[config.mk]
export PLATFORM = sky130hd
export DESIGN_NAME = cpwm_channel
export DESIGN_NICKNAME = d
export VERILOG_FILES = /design/src/rtl/cpwm_channel.sv
export SDC_FILE = /design/constraint.sdc
export NUM_CORES = 1
export LEC_CHECK = 0
export BUFFER_PORTS_ARGS = -buffer_cell sky130_fd_sc_hd__buf_2
export CAP_MARGIN = 20
export CORE_AREA = 2 2 100 102
export CTS_BUF_LIST = sky130_fd_sc_hd__clkbuf_8 sky130_fd_sc_hd__clkbuf_16
export CTS_CLUSTER_DIAMETER = 120
export CTS_CLUSTER_SIZE = 10
export DETAILED_ROUTE_END_ITERATION = 8
export DIE_AREA = 0 0 102 104
export PLACE_DENSITY = 0.74
export SLEW_MARGIN = 40
export SYNTH_ARGS = -nofsm -noshare
export SYNTH_HDL_FRONTEND = slang
export SYNTH_SLANG_ARGS = --single-unit
[constraint.sdc]
create_clock -name clk -period 6.5 [get_ports clk]
set_input_delay 0 -clock clk [delete_from_list [all_inputs] [get_ports clk]]
set_output_delay 0 -clock clk [all_outputs]
set_load 0.05 [all_outputs]
[src/rtl/cpwm_channel.sv]
module cpwm_channel #(
  parameter int CNT_W = 16,
  parameter int PSC_W = 8,
  parameter int DT_W  = 8
) (
  input  logic             clk,
  input  logic             rst_n,
  input  logic             en,
  input  logic             center_mode,
  input  logic [PSC_W-1:0] psc_div,
  input  logic [CNT_W-1:0] top_val,
  input  logic [CNT_W-1:0] cmp_val,
  input  logic [DT_W-1:0]  dead_cnt,
  output logic             gate_hi,
  output logic             gate_lo,
  output logic             period_irq
);

  logic [PSC_W-1:0] pcnt, psc_sh;
  logic [CNT_W-1:0] cnt, top_sh, cmp_sh;
  logic [DT_W-1:0]  dead_sh, run, run_nx;
  logic             ctr_sh, down, raw_q;

  wire tick   = (pcnt == psc_sh);
  wire at_top = (cnt >= top_sh);
  wire valley = ctr_sh && (down ? (cnt == CNT_W'(1)) : (at_top && top_sh <= CNT_W'(1)));
  wire upd    = en && tick && ((!ctr_sh && at_top) || valley);
  wire raw    = en && (cnt < cmp_sh);

  always_comb begin
    if (raw != raw_q)  run_nx = '0;
    else if (&run)     run_nx = run;
    else               run_nx = run + 1'b1;
  end

  always_ff @(posedge clk or negedge rst_n) begin
    if (!rst_n) begin
      pcnt <= '0; cnt <= '0; down <= 1'b0;
      psc_sh <= '0; top_sh <= '0; cmp_sh <= '0; dead_sh <= '0; ctr_sh <= 1'b0;
      raw_q <= 1'b0; run <= '0;
      gate_hi <= 1'b0; gate_lo <= 1'b0; period_irq <= 1'b0;
    end else if (!en) begin
      pcnt <= '0; cnt <= '0; down <= 1'b0;
      psc_sh <= psc_div; top_sh <= top_val; cmp_sh <= cmp_val;
      dead_sh <= dead_cnt; ctr_sh <= center_mode;
      raw_q <= 1'b0; run <= '0;
      gate_hi <= 1'b0; gate_lo <= 1'b0; period_irq <= 1'b0;
    end else begin
      pcnt       <= tick ? '0 : pcnt + 1'b1;
      period_irq <= upd;
      if (upd) begin
        cnt <= '0; down <= 1'b0;
        psc_sh <= psc_div; top_sh <= top_val; cmp_sh <= cmp_val;
        dead_sh <= dead_cnt; ctr_sh <= center_mode;
      end else if (tick) begin
        if (!ctr_sh)      cnt <= cnt + 1'b1;
        else if (down)    cnt <= cnt - 1'b1;
        else if (at_top) begin
          down <= 1'b1;
          cnt  <= cnt - 1'b1;
        end else          cnt <= cnt + 1'b1;
      end
      raw_q   <= raw;
      run     <= run_nx;
      gate_hi <= raw  && (run_nx >= dead_sh);
      gate_lo <= !raw && (run_nx >= dead_sh);
    end
  end

endmodule

==> metrics.md <==
| Metric | Value |
|---|---|
| Fin util | `65.2%` |
| CP endpoint kind | `flip-flop` |
| Final #Nets | `748` |
| Largest net degree at the start of global routing | `56` |
| Final Power | `about 1.2 mW` |
| Slew HR | `47.0%` |
| Clock Latency Late Sink | `0.37 ns` |
| Final setup fails | `0` |
| CTS H-tree lvls | `3` |
| Cell Chain, Critical Path | `ha_1 -> a21o_1 -> a211oi_1 -> mux2_2 -> a221oi_1 -> nand2_1 -> or2_2 -> ha_1 -> nand2b_1 -> a21o_1 -> a21o_1 -> a211o_1 -> a21oi_1 -> o21ai_0 -> and3_1` |
| Sw Ratio | `27.5%` |
| Die height | `104 um` |
| ANT cells | `0` |
| Layout fillers | `between 700 and 800` |
| Ports | `55` |
| Clk root buf | `clkbuf_8` |
| Worst-path clk slew | `0.09 ns` |
| RSZ-0062 raised after global routing | `no` |
| CP max-delay cell | `dfrtp_1` |
| Post-DP HPWL | `between 8 and 9 mm` |
| Port bufs | `54` |
| Post-CTS Resized | `0` |
| Sequential area share after synthesis | `roughly two fifths` |
| Int Power | `just under 0.9 mW` |
| Setup Skew | `0.0128 ns` |
| Crit path DAT | `4.55 ns` |
| Worst-Margin Slew | `0.788 ns` |
| Max Cap Violations | `0` |
| First-pass detailed-route iteration total | `5` |
| Residual DRC count | `0` |
| Number of flops mapped to enable cells by yosys | `0` |
| GP Congestion | `0.906` |
| Max-slew violations | `0` |
| Maximum clock frequency | `between 200 and 250 MHz` |
| Gate power share | `16.2%` |
| Total power per unit cell area | `about 190 nW/um2` |
| Wire per inst | `about 16 um` |
| Reg power frac | `48.8%` |
| Most common cell after layout, fill and taps aside | `dfrtp_1` |
| Core area | `9550 um2` |
| # rows | `36` |
| Final std cells w/o fill | `790` |
| CP Max Fanout | `8` |
| Slowest stage delay, CP | `about 0.47 ns` |
| Leak | `2.96 nW` |
| Net switching power | `0.333 mW` |
| Vias in the first global route | `4564` |
| Num CTS Buffers | `9` |
| Initial Util | `~54%` |
| Area Overhead vs Synth | `21.1%` |
| Clock network power share | `35.0%` |
| Hold Vio Cnt, Final | `0` |
| Post-Route WL | `between 10 and 15 mm` |
| Clock Path Buffers | `2` |
| Syn Nets | `650` |
| Status | `complete, no violations` |
| Cell count after synthesis | `554` |
| Top FF cell, synth | `dfrtp_1` |
| # clock sinks | `86` |
| Chip Width | `between 100 and 150 um` |
| FF+latch count, synth | `between 80 and 90` |
| Ys Warns | `0` |
| VDD IR-drop max | `around 0.098 mV` |
| Startpoint types | `flip-flop` |
| Die ar. | `about 11000 um2` |
| Avg Cell Area, Syn | `about 9.3 um2` |
| Hold WS | `0.135 ns` |
| Hold Crit Class | `in2async` |
| Fraction of registers with async set/reset | `100%` |
| WS Path Type | `reg2reg` |
| Synth cell types | `57` |
| Via density | `5.64` |
| WP data required | `6.77 ns` |
| GR Overflow Total | `0` |
| Post-layout min period | `4.28 ns` |
| First-pass GRT wire length | `around 22 mm` |
| Initial antenna violation count | `0` |
| Placed cell count | `723` |
| Setup tns final | `0 ns` |
| 1st-iter DRT viols | `a little under 300` |
| Commonest cells after routing, fill and taps aside | `dfrtp_1, nand2_1, o21ai_0` |
| CTS tree | `built` |
| Routed Antenna Nets | `0` |
| Final Cycle Share | `65.8%` |
| Fraction of layout cells with a size suffix above 1 | `between 10% and 20%` |
| GR Util All Layers | `25.8%` |
| Most frequent cell on the critical path | `a21o_1` |
| Area of the multi-input gates | `2660 um2` |
| Vias | `4458` |
| Synthesized area | `5150 um2` |
| Flip-flop and latch area | `2150 um2` |
state kept, by name, summed over array words and instances, names as in the netlist:
| name | cells |
|---|---|
| cnt | 16 |
| top_sh | 16 |
| period_irq | 1 |
| cmp_sh | 16 |
| raw_q | 1 |
| run | 8 |
| gate_hi | 1 |
| down | 1 |
| ctr_sh | 1 |
| dead_sh | 8 |
| gate_lo | 1 |
| pcnt | 8 |
| psc_sh | 8 |
power groups by stage:
stage	logic (mW)	registers, mW	clock network (mW)
2_1_floorplan	0.117	0.593	0
3_3_place_gp	0.161	0.601	0
3_5_place_dp	0.170	0.602	0
4_1_cts	0.195	0.591	0.431
5_1_grt	0.221	0.596	0.451
6_report	0.196	0.592	0.425
worst max-delay path, delay by kind of cell, from the launching register on:
| family | cells | cell delay (ns) |
|---|---|---|
| AOI/OAI and AO/OA | 8 | 1.75 |
| and+or+nand+nor | 4 | 0.92 |
| adders and majority gates | 2 | 0.63 |
| DFF | 1 | 0.47 |
| muxes | 1 | 0.40 |
cell type report:
class                   instances  area share [%]
clock inverters                 7            1.57
well taps                     133            2.67
flip-flops and latches         86            34.5
clock buffers                   9            1.99
inverters                      54            3.25
repair buffers                109            13.2
multi-input cells             392            42.8
cell families (layout without fill, tap and decap cells):
group / Yosys count / after routing / synth area share [%]
and+or+nand+nor: 175 / 175 / 16.9
AOI/OAI and AO/OA: 137 / 137 / 17.2
DFF: 86 / 86 / 41.8
buffers and inverters: 76 / 179 / 6.49
adders and majority gates: 44 / 44 / 10.7
xor gates and xnor gates: 19 / 19 / 3.23
muxes: 17 / 17 / 3.65
what timing repair did:
action / CTS / global route
hold endpoints to repair: 91 / 0
buffers inserted: 0 / 0
hold buffers: 51 / 0
stage by stage:
step                      instance area (um2)  setup slack, ns
after floorplan                          5150             2.67
after detailed placement                 5500             2.30
after global routing                     6230             1.96
after CTS                                6230             2.27
after global placement                   5470             2.44
final                                    6230             2.22
routing by layer:
metal / share of wire (%) / global-route usage (%)
met5: 0 / 0
met4: 2.3 / 9.62
met3: 5.2 / 5.65
met2: 49 / 42.0
met1: 43 / 33.4
Yosys cell counts, types with 5 or more instances:
cell	n	area share (%)
a21o_1	9	1.3
o211ai_1	5	0.73
nor2_1	36	2.6
nor4_1	10	1.2
nand3_1	18	1.8
and2_1	5	0.61
inv_1	54	3.9
dfrtp_1	86	42
nand2_1	58	4.2
nand4_1	14	1.7
a211oi_1	8	1.2
o21a_1	9	1.3
xnor2_1	13	2.2
and3_1	10	1.2
ha_1	44	11
a211o_1	6	1.0
clkbuf_1	13	0.95
o21ai_0	56	5.4
xor2_1	6	1.0
mux2_2	14	3.1
a21oi_1	18	1.8
final timing paths:
path	startpoint	to	slack, ns	depth (start not counted)
max	cnt[14]	gate_lo	2.22	15
min	rst_n	cnt[5]	0.13	2
max in group asynchronous	rst_n	dead_sh[7]	5.38	3
max reg2reg	cnt[14]	gate_lo	2.22	15
min reg2reg	pcnt[0]	pcnt[0]	0.52	1
min in group clk	top_val[11]	top_sh[11]	0.35	4
(Power assumes the default switching activity.)
